$ cat src/rtl/colseq_pkg.sv
package colseq_pkg;
    typedef enum logic [1:0] {
        ST_IDLE  = 2'd0,
        ST_BURST = 2'd1,
        ST_PAGE  = 2'd2
    } seq_state_t;

    localparam logic [2:0] LC_ONE  = 3'b000;
    localparam logic [2:0] LC_TWO  = 3'b001;
    localparam logic [2:0] LC_FOUR = 3'b010;
    localparam logic [2:0] LC_EIGHT = 3'b011;
    localparam logic [2:0] LC_PAGE = 3'b111;
endpackage

$ cat src/rtl/colseq_len_decode.sv
module colseq_len_decode #(
    parameter int COL_W = 8,
    parameter int LOG_W = $clog2(COL_W + 1)
) (
    input  logic [2:0]       len_code,
    input  logic             ilv_order,
    input  logic             is_write,
    input  logic             single_wr_mode,
    output logic [LOG_W-1:0] blk_log2,
    output logic             full_page,
    output logic             bad_cfg
);
    import colseq_pkg::*;

    logic [LOG_W-1:0] raw_log2;
    logic             raw_full;
    logic             force_one;

    always_comb begin
        raw_log2 = '0;
        raw_full = 1'b0;
        bad_cfg  = 1'b0;
        unique case (len_code)
            LC_ONE:   raw_log2 = LOG_W'(0);
            LC_TWO:   raw_log2 = LOG_W'(1);
            LC_FOUR:  raw_log2 = LOG_W'(2);
            LC_EIGHT: raw_log2 = LOG_W'(3);
            LC_PAGE: begin
                if (ilv_order) begin
                    bad_cfg = 1'b1;
                end else begin
                    raw_log2 = LOG_W'(COL_W);
                    raw_full = 1'b1;
                end
            end
            default:  bad_cfg = 1'b1;
        endcase
    end

    assign force_one = bad_cfg || (is_write && single_wr_mode);
    assign blk_log2  = force_one ? '0 : raw_log2;
    assign full_page = force_one ? 1'b0 : raw_full;
endmodule

$ cat src/rtl/colseq_addr_gen.sv
module colseq_addr_gen #(
    parameter int COL_W = 8,
    parameter int LOG_W = $clog2(COL_W + 1)
) (
    input  logic [COL_W-1:0] base_col,
    input  logic [COL_W-1:0] beat_idx,
    input  logic [LOG_W-1:0] blk_log2,
    input  logic             ilv_order,
    output logic [COL_W-1:0] col
);
    logic [COL_W-1:0] sum_col;
    assign sum_col = base_col + beat_idx;

    for (genvar i = 0; i < COL_W; i++) begin : g_bit
        logic in_blk;
        assign in_blk = (LOG_W'(i) < blk_log2);
        assign col[i] = !in_blk   ? base_col[i] :
                        ilv_order ? (base_col[i] ^ beat_idx[i]) : sum_col[i];
    end
endmodule

$ cat src/rtl/colseq_fsm.sv
module colseq_fsm #(
    parameter int COL_W = 8,
    parameter int LOG_W = $clog2(COL_W + 1)
) (
    input  logic             clk,
    input  logic             rst_n,
    input  logic             start,
    input  logic             stop,
    input  logic [COL_W-1:0] start_col,
    input  logic             ilv_order,
    input  logic [LOG_W-1:0] dec_log2,
    input  logic             dec_full,
    output logic [COL_W-1:0] run_base,
    output logic [COL_W-1:0] run_idx,
    output logic [LOG_W-1:0] run_log2,
    output logic             run_ilv,
    output logic             beat_valid,
    output logic             last_beat
);
    import colseq_pkg::*;

    seq_state_t       state_q, state_d;
    logic [COL_W-1:0] base_q, idx_q, idx_d;
    logic [LOG_W-1:0] log2_q;
    logic             ilv_q;
    logic [COL_W:0]   blk_top;
    logic             at_end;

    assign blk_top = ({{COL_W{1'b0}}, 1'b1} << log2_q) - 1'b1;
    assign at_end  = ({1'b0, idx_q} == blk_top);

    always_ff @(posedge clk or negedge rst_n) begin
        if (!rst_n) begin
            state_q <= ST_IDLE;
            base_q  <= '0;
            idx_q   <= '0;
            log2_q  <= '0;
            ilv_q   <= 1'b0;
        end else begin
            state_q <= state_d;
            idx_q   <= idx_d;
            if (start) begin
                base_q <= start_col;
                log2_q <= dec_log2;
                ilv_q  <= ilv_order;
            end
        end
    end

    always_comb begin
        state_d    = state_q;
        idx_d      = idx_q;
        beat_valid = 1'b0;
        last_beat  = 1'b0;
        if (start) begin
            beat_valid = 1'b1;
            last_beat  = !dec_full && (dec_log2 == '0);
            idx_d      = COL_W'(1);
            if (dec_full)            state_d = ST_PAGE;
            else if (dec_log2 == '0) state_d = ST_IDLE;
            else                     state_d = ST_BURST;
        end else begin
            unique case (state_q)
                ST_IDLE: begin
                    state_d = ST_IDLE;
                end
                ST_BURST: begin
                    if (stop) begin
                        state_d = ST_IDLE;
                    end else begin
                        beat_valid = 1'b1;
                        last_beat  = at_end;
                        idx_d      = idx_q + 1'b1;
                        if (at_end) state_d = ST_IDLE;
                    end
                end
                ST_PAGE: begin
                    if (stop) begin
                        state_d = ST_IDLE;
                    end else begin
                        beat_valid = 1'b1;
                        idx_d      = idx_q + 1'b1;
                    end
                end
                default: state_d = ST_IDLE;
            endcase
        end
    end

    assign run_base = base_q;
    assign run_idx  = idx_q;
    assign run_log2 = log2_q;
    assign run_ilv  = ilv_q;
endmodule

$ cat src/rtl/sdram_colseq.sv
module sdram_colseq #(
    parameter int COL_W = 8
) (
    input  logic             clk,
    input  logic             rst_n,
    input  logic             start,
    input  logic [COL_W-1:0] start_col,
    input  logic [2:0]       len_code,
    input  logic             ilv_order,
    input  logic             is_write,
    input  logic             single_wr_mode,
    input  logic             stop,
    output logic [COL_W-1:0] col_out,
    output logic             beat_valid,
    output logic             last_beat,
    output logic             cfg_error
);
    localparam int LOG_W = $clog2(COL_W + 1);

    logic [LOG_W-1:0] dec_log2, run_log2;
    logic             dec_full, dec_bad, run_ilv;
    logic [COL_W-1:0] run_base, run_idx, gen_col;

    colseq_len_decode #(.COL_W(COL_W), .LOG_W(LOG_W)) u_dec (
        .len_code       (len_code),
        .ilv_order      (ilv_order),
        .is_write       (is_write),
        .single_wr_mode (single_wr_mode),
        .blk_log2       (dec_log2),
        .full_page      (dec_full),
        .bad_cfg        (dec_bad)
    );

    colseq_fsm #(.COL_W(COL_W), .LOG_W(LOG_W)) u_fsm (
        .clk        (clk),
        .rst_n      (rst_n),
        .start      (start),
        .stop       (stop),
        .start_col  (start_col),
        .ilv_order  (ilv_order),
        .dec_log2   (dec_log2),
        .dec_full   (dec_full),
        .run_base   (run_base),
        .run_idx    (run_idx),
        .run_log2   (run_log2),
        .run_ilv    (run_ilv),
        .beat_valid (beat_valid),
        .last_beat  (last_beat)
    );

    colseq_addr_gen #(.COL_W(COL_W), .LOG_W(LOG_W)) u_gen (
        .base_col  (run_base),
        .beat_idx  (run_idx),
        .blk_log2  (run_log2),
        .ilv_order (run_ilv),
        .col       (gen_col)
    );

    assign col_out   = start ? start_col : gen_col;
    assign cfg_error = start && dec_bad;
endmodule

$ cat config.mk
export PLATFORM = sky130hd
export DESIGN_NAME = sdram_colseq
export DESIGN_NICKNAME = d
export VERILOG_FILES = /design/src/rtl/colseq_pkg.sv /design/src/rtl/colseq_len_decode.sv /design/src/rtl/colseq_addr_gen.sv /design/src/rtl/colseq_fsm.sv /design/src/rtl/sdram_colseq.sv
export SDC_FILE = /design/constraint.sdc
export NUM_CORES = 1
export LEC_CHECK = 0
export BUFFER_PORTS_ARGS = -buffer_cell sky130_fd_sc_hd__buf_2
export CORE_ASPECT_RATIO = 2
export CORE_UTILIZATION = 61
export CTS_BUF_LIST = sky130_fd_sc_hd__clkbuf_4
export DETAILED_ROUTE_END_ITERATION = 7
export PLACE_DENSITY = 0.86
export SLEW_MARGIN = 10
export SYNTH_ARGS = -nofsm -noshare
export SYNTH_HDL_FRONTEND = slang
export SYNTH_SLANG_ARGS = --single-unit
$ cat constraint.sdc
create_clock -name clk -period 6.5 [get_ports clk]
set_input_delay 0.65 -clock clk [delete_from_list [all_inputs] [get_ports clk]]
set_output_delay 0.65 -clock clk [all_outputs]
set_load 0.02 [all_outputs]
# Word level (Yosys, flattened, before mapping)

Cells that the tools add are included.

Bitwise operators: 8
Eq/ne operators: 10
$add $sub $neg: 3
Shift operators: 1
Reductions and logical operators: 12
Order comparisons: 8
Muxes and demuxes: 41

Operators with widths:

| cell                                                                        | count |
|---|---|
| 8-bit 2-to-1 mux                                                            | 4 |
| 1-bit 2-to-1 mux                                                            | 27 |
| 3-bit by 4-bit less-than comparator with 1-bit output, first input constant | 4 |
| 4-bit one-hot mux with 4 select lines                                       | 1 |
| 2-bit 2-to-1 mux                                                            | 5 |
| 8-bit by 9-bit equality test with 1-bit output                              | 1 |
| 1-bit by 4-bit left shift with 9-bit output, first input constant           | 1 |
| 9-bit by 1-bit subtractor with 9-bit output, second input constant          | 1 |
| 8-bit by 1-bit adder with 8-bit output, second input constant               | 1 |
| 8-bit adder                                                                 | 1 |
| 1-bit by 4-bit less-than comparator with 1-bit output, first input constant | 2 |
| 2-bit by 4-bit less-than comparator with 1-bit output, first input constant | 2 |
| 4-bit 2-to-1 mux                                                            | 2 |
| 1-bit bitwise XOR                                                           | 8 |
| 3-bit by 2-bit equality test with 1-bit output, second input constant       | 2 |
| 4-bit zero test                                                             | 1 |
| 4-bit by 3-bit != test with 1-bit output, second input constant             | 1 |
| 2-bit one-hot mux with 2 select lines                                       | 1 |
| 2-bit AND reduction                                                         | 2 |
| 4-bit OR reduction                                                          | 1 |
| 3-bit by 1-bit equality test with 1-bit output, second input constant       | 1 |
| 3-bit equality test, second input constant                                  | 1 |
| 1-bit logical AND                                                           | 3 |
| 3-bit zero test                                                             | 1 |
| other kinds (9)                                                             | 9 |

Word-level logic and storage cells: 88
Output and inout bits: 11
Register bits: 23
Input bits: 18

# Logic depth before layout (Yosys ltp)

Gate-level depths: netlist of the first run.

Depth after elaboration: 9
Mapped depth: 8
Depth with buffers taken out: 8

# By module

A second synthesis of the first run with hierarchy kept.

Cell total of the unflattened synthesis: 213
Area, all modules: 2,055.7 um^2

Modules (own cells, without submodules):

| module            | times used | seq. area each (um^2) | cells an instance | area an instance (um^2) |
|---|---|---|---|---|
| colseq_fsm        | 1          | 575.6                 | 134               | 1,407.6 |
| colseq_addr_gen   | 1          | 0.0                   | 59                | 441.7 |
| sdram_colseq      | 1          | 0.0                   | 10                | 138.9 |
| colseq_len_decode | 1          | 0.0                   | 10                | 67.6 |

# Worst setup path before layout of the first run

No wires, ideal clock.

Path type: reg2out
Start: register u_fsm.log2_q[3], in the netlist u_fsm.run_log2[3]
End: output last_beat
Data required time: 5,850 ps
Buffers on the path: 1
Stages on the path, launching flop included: 9
Setup slack: 3,514 ps
Arrival: 2,336 ps
Cells stage by stage: dfrtp_1 -> buf_2 -> or3_2 -> ha_1 -> xnor2_2 -> nor4_1 -> a21oi_1 -> nor4_2 -> a32o_1

Cells in the longest elaborated chain, start to end: 6

Ends and longest elaborated chain:

| what                                           | line               | source |
|---|---|---|
| from (decl)                                    | colseq_fsm.sv:24   | `logic [LOG_W-1:0] log2_q;` |
| from (signal assigned)                         | colseq_fsm.sv:44   | `log2_q <= dec_log2;` |
| 1-bit by 4-bit left shift with 9-bit output    | colseq_fsm.sv:29   | `assign blk_top = ({{COL_W{1'b0}}, 1'b1} << log2_q) - 1'b1;` |
| 9-bit by 1-bit subtractor with 9-bit output    | colseq_fsm.sv:29   |  |
| 8-bit by 9-bit equality test with 1-bit output | colseq_fsm.sv:30   | `assign at_end = ({1'b0, idx_q} == blk_top);` |
| 1-bit 2-to-1 mux                               | colseq_fsm.sv:68   | `if (stop) begin` |
| 1-bit 2-to-1 mux                               | colseq_fsm.sv:63   | `unique case (state_q)` |
| 1-bit 2-to-1 mux                               | colseq_fsm.sv:55   | `if (start) begin` |
| to (decl)                                      | sdram_colseq.sv:15 | `output logic last_beat,` |

No other way between the ends.

# Worst setup path in the final report of the first run

Same ends and word-level chain as after synthesis.

==> results of run 1 <==
per-stage QoR:
step | util | setup WS [ns] | cells
after floorplan | - | 3.51 | 193
after global placement | 0.698 | 3.40 | 242
after detailed placement | 0.698 | 3.31 | 242
after CTS | 0.708 | 2.93 | 246
after global routing | 0.708 | 2.71 | 246
final | 0.708 | 2.93 | 246
flip-flops by register name, summed over array words and instances (netlist names):
name,cells
u_fsm.run_idx,8
u_fsm.state_q,2
u_fsm.run_log2,3
u_fsm.run_base,8
u_fsm.run_ilv,1
worst register-to-register path: cells and delay by family (launching register included):
family / cells / cell delay [ns]
simple gates: 3 / 1.11
xor+xnor: 1 / 0.16
fa+ha+maj: 1 / 0.26
flops: 1 / 0.59
compound gates: 2 / 0.25
cell usage in the layout, fill, tap and decap left out, drive strengths merged, types with 4 or more instances in the layout:
master / netlist / routed
xor2: 9 / 9
ha: 12 / 12
inv: 15 / 15
dfrtp: 22 / 22
nand2: 19 / 19
o21ai: 21 / 21
mux2i: 4 / 4
or3: 4 / 4
nand4: 4 / 4
xnor2: 7 / 7
nand3: 9 / 9
a21oi: 8 / 8
buf: 4 / 28
nor2: 19 / 19
layer usage:
metal  GRT usage  up-vias  part of all wire
li1            -      725                 -
met1       0.311      698              0.40
met2       0.541       37              0.56
met3      0.0292        7             0.027
met4       0.149        0             0.021
met5           0        -                 0
area by class of cell:
type                            instances  area (um^2)  share of cell area
Clock buffer                            3         22.5              0.0124
Sequential cell                        22          551               0.303
Tap cell                               28         35.0              0.0193
Multi-Input combinational cell        149         1010               0.556
Timing Repair Buffer                   28          140              0.0770
Clock inverter                          1         3.75             0.00206
Inverter                               15         56.3              0.0309
cells by family (layout without fill, tap and decap cells):
family,after synthesis,in the layout,synth area share
fa+ha+maj,13,13,0.103
compound gates,46,46,0.176
simple gates,67,67,0.198
xor+xnor,16,16,0.0893
buf+inv,22,47,0.0560
mux,7,7,0.0446
flops,22,22,0.333
path summary, 6_finish.rpt:
| kind | end | slack, ns | startpoint | depth (start not counted) |
|---|---|---|---|---|
| setup reg to reg | u_fsm.state_q[0] | 4.00 | u_fsm.run_log2[3] | 7 |
| min in group clk | u_fsm.run_base[0] | 0.54 | start_col[0] | 3 |
| hold reg to reg | u_fsm.run_base[0] | 0.57 | u_fsm.run_base[0] | 2 |
| setup / recovery | last_beat | 2.93 | u_fsm.run_log2[3] | 8 |
| max in group asynchronous | u_fsm.run_log2[3] | 5.87 | rst_n | 1 |
| hold / removal | u_fsm.run_base[0] | 0.28 | rst_n | 1 |
power by group:
part / leakage, nW / switching, mW / internal (mW)
combinational: 0.549 / 0.0501 / 0.0353
sequential: 0.283 / 0.0106 / 0.144
clock: 0.0154 / 0.0448 / 0.0226
==> impl_results.md, run 1 <==
- Outcome: finished clean
- Crit path launch type: flip-flop
- CTS H-tree lvls: 1
- Worst path cell trace: or3_2 > ha_1 > xnor2_2 > nor4_1 > a21oi_1 > nor4_2 > a32o_1 > buf_2
- Post-synth EDFFs: 0
- Starting density of the core: 0.644
- DRT iter0 DRCs: 26
- CP endpoint kind: output port
- Max-slew violation count: 0
- Slew margin rel.: 0.564
- Overall Global Routing Usage: 0.294
- Worst-margin pin slew: 0.654 ns
- Die Y: 75.6 um
- Clk sinks: 22
- RSZ-0062 raised after global routing: false
- Synth top area share: 0.333
- Drt drc: 0
- Vias in the first global route: 1463
- Post-cts resize count: 0
- Die area: 2940 um^2
- Gate Count Post-Synth: 193
- Final hold slack: 0.281 ns
- Cell family with most CP delay: simple AND/OR/NAND/NOR gates
- Rows: 26
- Post-synth top flop: dfrtp_1
- Worst-path clk slew: 0.12 ns
- Post-CTS Setup Inserts: 0
- Final nets: 250
- Clock root buffer: clkbuf_4
- First-pass GRT wire length: 6150 um
- Cell Area, Placed: 1790 um^2
- Post-synth ARST share: 1.00
- CP max FO: 16
- Maxcap violations: 0
- Post-CTS Hold Buffers: 0
- Setup TNS: 0 ns
- Syn_nets: 224
- Max Fclk: 280 MHz
- Antenna violations before repair: 0
- Register bit total from synthesis: 22
- Largest net degree at the start of global routing: 43
- Final Hold Viols: 0
- Final setup vio count: 0
- TritonCTS clock tree: built
- Final Instance Area: 1820 um^2
- Critical path arrival: 2.92 ns
- Routed via count: 1467
- Total gr overflow: 0
- Kind of critical path: flip-flop to output port
- Crit path required time: 5.85 ns
- PortBufs: 28
- Worst VDD drop: 0.125 mV
- Layout cells sized above 1: 0.188
- Final Power: 0.308 mW
- Leading area contributor after synthesis: dfrtp_1
- RD Place Congestion: 0.863
- Top cells by instance count after synthesis: dfrtp_1, nand2_1, nor2_1
- Worst Hold Class: primary input to asynchronous set/reset pin
- Synth unique cells: 46
- Core box area: 2570 um^2
- Top-count cell post-synth: dfrtp_1
- Synthesized area per cell: 8.57 um^2
- Cell Area, Synth: 1650 um^2
- DRT Pass-1 Iters: 4
- Average routed wire per standard cell: 15.1 um
- Fillers: 216
- Buf+Inv Stages, Crit Path: 1
- Routed Wire Length: 3710 um
- Crit-path slowest cell: dfrtp_1
- Dpl hpwl: 2830 um
- Yosys warns: 0
- Power per Cell Area: 169 nW/um^2
- Register area share after synthesis: 0.333
- Max incr delay on CP: 0.59 ns
- Fin crit share: 0.549
- Largest cells by area after synthesis: dfrtp_1, ha_1, o21ai_0
- # diodes: 0
- Routed vias/inst: 5.96
- Num CTS Buffers: 3
- I/O Pins: 29
- Antenna Nets Post-Route: 0
- Clk_skew: 0.00184 ns
- Clk_lat worst skew: 0.32 ns
- Die W: 38.8 um
- Area growth syn-to-layout: 9.98%
- Clk buf depth: 2
- Post-route minimum period: 3.57 ns
- Leak pwr: 0.847 nW
Note: power is estimated with default switching activity, not from simulation.
==> run 2: changes to the inputs <==
--- a/config.mk
+++ b/config.mk
@@ -7,10 +7,10 @@
 export LEC_CHECK = 0
 export BUFFER_PORTS_ARGS = -buffer_cell sky130_fd_sc_hd__buf_2
 export CORE_ASPECT_RATIO = 2
-export CORE_UTILIZATION = 61
+export CORE_UTILIZATION = 58
 export CTS_BUF_LIST = sky130_fd_sc_hd__clkbuf_4
 export DETAILED_ROUTE_END_ITERATION = 7
-export PLACE_DENSITY = 0.86
+export PLACE_DENSITY = 0.82
 export SLEW_MARGIN = 10
 export SYNTH_ARGS = -nofsm -noshare
 export SYNTH_HDL_FRONTEND = slang
==> constraint.sdc (replaced) <==
create_clock -name clk -period 3.6 [get_ports clk]
set_input_delay 0.36 -clock clk [delete_from_list [all_inputs] [get_ports clk]]
set_output_delay 0.36 -clock clk [all_outputs]
set_load 0.02 [all_outputs]
==> impl_results.md, run 2 (same netlist as run 1, synthesis figures left out) <==
- Vias in the first global route: 1452 (-0.75%)
- Die area: 3080 um^2 (+5.0%)
- Commonest cells after routing, fill and taps aside: buf_2, dfrtp_1, nor2_1, nand2_1, o21ai_0
- Met1 usage in global routing: 0.314 (+0.00366)
- Kind of critical path: flip-flop to output port
- Worst path cell trace: or3_2 > ha_1 > xnor2_2 > nor4_1 > a21oi_1 > nor4_2 > a32o_1 > buf_2
- Most used routing layer in global routing: met2
- Final Hold Viols: 20 (+20)
- RD Place Congestion: 0.797 (-7.7%)
- Leak pwr: 0.851 nW (+0.38%)
- CTS H-tree lvls: 1 (unchanged)
- CP endpoint kind: output port
- Dpl hpwl: 2760 um (-2.3%)
- Met3 GRT Util: 0.0343 (+0.00513)
- Post-cts resize count: 0 (unchanged)
- TritonCTS clock tree: built
- Rows: 27 (+3.8%)
- Post-CTS Hold Buffers: 0 (unchanged)
- Max-slew violation count: 0 (unchanged)
- Maxcap violations: 0 (unchanged)
- Largest net degree at the start of global routing: 43 (unchanged)
- DRT Pass-1 Iters: 4 (unchanged)
- Max incr delay on CP: 0.60 ns (about the same)
- Post-route minimum period: 3.33 ns
- First-pass GRT wire length: 6150 um (-0.11%)
- Final nets: 251 (+0.40%)
- Routed Wire Length: 3700 um (-0.24%)
- CP max FO: 16 (unchanged)
- Worst setup margin: 0.267 ns (-2.67 ns)
- PortBufs: 28 (unchanged)
- Final setup vio count: 0 (unchanged)
- Worst Hold Class: primary input to asynchronous set/reset pin
- Clk buf depth: 2 (unchanged)
- Setup TNS: 0 ns (unchanged)
- Antenna violations before repair: 0 (unchanged)
- Core box area: 2740 um^2 (+6.5%)
- Clk sinks: 22 (unchanged)
- Fillers: 226 (+4.6%)
- Drt drc: 0 (unchanged)
- Clk_lat worst skew: 0.32 ns (about the same)
- Crit path required time: 3.24 ns (-2.61 ns)
- Starting density of the core: 0.604 (-0.0391)
- R2R setup slack: 1.06 ns (-2.94 ns)
- Crit path launch type: flip-flop
- GRT met2 Usage: 0.480 (-0.0604)
- Place WS: 0.659 ns (-2.66 ns)
- Crit-path slowest cell: dfrtp_1
- DRT iter0 DRCs: 42 (+62%)
- Max Fclk: 300 MHz
- Clk_skew: 0.00260 ns (+0.000760 ns)
- Outcome: finished with violations
- Power per Cell Area: 301 nW/um^2 (+78%)
- Cell family with most CP delay: simple AND/OR/NAND/NOR gates
- Total gr overflow: 0 (unchanged)
- Die W: 39.8 um (+2.4%)
- Buf+Inv Stages, Crit Path: 1 (unchanged)
- Clock root buffer: clkbuf_4
- Area growth syn-to-layout: 10.3%
- Worst-margin pin slew: 0.555 ns (-0.0993 ns)
- RSZ-0062 raised after global routing: false
- I/O Pins: 29 (unchanged)
- Critical path arrival: 2.97 ns (+0.05 ns)
- Post-CTS Setup Inserts: 0 (unchanged)
- Die Y: 77.5 um (+2.5%)
- Num CTS Buffers: 3 (unchanged)
- Routed via count: 1464 (-0.20%)
- Antenna Nets Post-Route: 0 (unchanged)
- Fin crit share: 0.926
- Final hold slack: -0.00792 ns (-0.289 ns)
- # diodes: 0 (unchanged)
- Average routed wire per standard cell: 15.0 um (-0.65%)
- Worst VDD drop: 0.284 mV (+130%)
- Routed vias/inst: 5.93 (-0.61%)
- Worst-path clk slew: 0.12 ns (about the same)
- Slew margin rel.: 0.630 (+0.0662)
- Violations in the final reports: hold timing
- Layout cells sized above 1: 0.193 (+0.00459)
- Overall Global Routing Usage: 0.281 (-0.0127)
- Commonest non-fill, non-tap cell in the layout: buf_2
run 2: cell count changes in the layout (fill, tap and decap cells not counted), sizes merged:
cell,before,now
buf,28,29
clkinv,1,0
run 2: final timing paths:
| path | start | endpoint | cells after the start |
|---|---|---|---|
| setup reg to reg | u_fsm.run_log2[3] | u_fsm.state_q[0] | 7 |
| min in group clk | start_col[3] | u_fsm.run_base[3] | 3 |
| setup / recovery | u_fsm.run_log2[3] | last_beat | 8 |
| max in group asynchronous | rst_n | u_fsm.run_idx[4] | 1 |
| hold / removal | rst_n | u_fsm.run_base[1] | 1 |
| hold reg to reg | u_fsm.run_base[2] | u_fsm.run_base[2] | 2 |
run 2: where the power goes:
part,total [mW],internal (mW),switching [mW]
clock,0.117,0.0393,0.0778
combinational,0.152,0.0642,0.0882
sequential,0.279,0.260,0.0188
total,0.549,0.364,0.185
run 2: per-layer routing:
| layer | wire, um | vias up |
|---|---|---|
| met3 | 93 | 11 |
| met4 | 115 | 0 |
| li1 | - | 725 |
| met2 | 2050 | 31 |
| met5 | 0 | - |
| met1 | 1440 | 697 |
run 2: final cells by class:
type | count | area (um^2) | area share
Tap cell | 29 | 36.3 | 0.0199
Multi-Input combinational cell | 149 | 1010 | 0.554
Sequential cell | 22 | 551 | 0.302
Inverter | 15 | 56.3 | 0.0309
Timing Repair Buffer | 29 | 148 | 0.0809
Clock buffer | 3 | 22.5 | 0.0123
run 2: through the flow:
| step | cell area (um^2) | util | instances | hold slack (ns) | total power [mW] |
|---|---|---|---|---|---|
| CTS | 1820 | 0.667 | 247 | 0.0139 | 0.550 |
| global route | 1820 | 0.667 | 247 | 0.0232 | 0.580 |
| finish | 1820 | 0.667 | 247 | -0.00792 | 0.549 |
| detailed placement | 1800 | 0.658 | 244 | 0.367 | 0.436 |
| floorplan | 1650 | - | 193 | 0.0644 | 0.389 |
| global placement | 1800 | 0.658 | 244 | 0.360 | 0.428 |
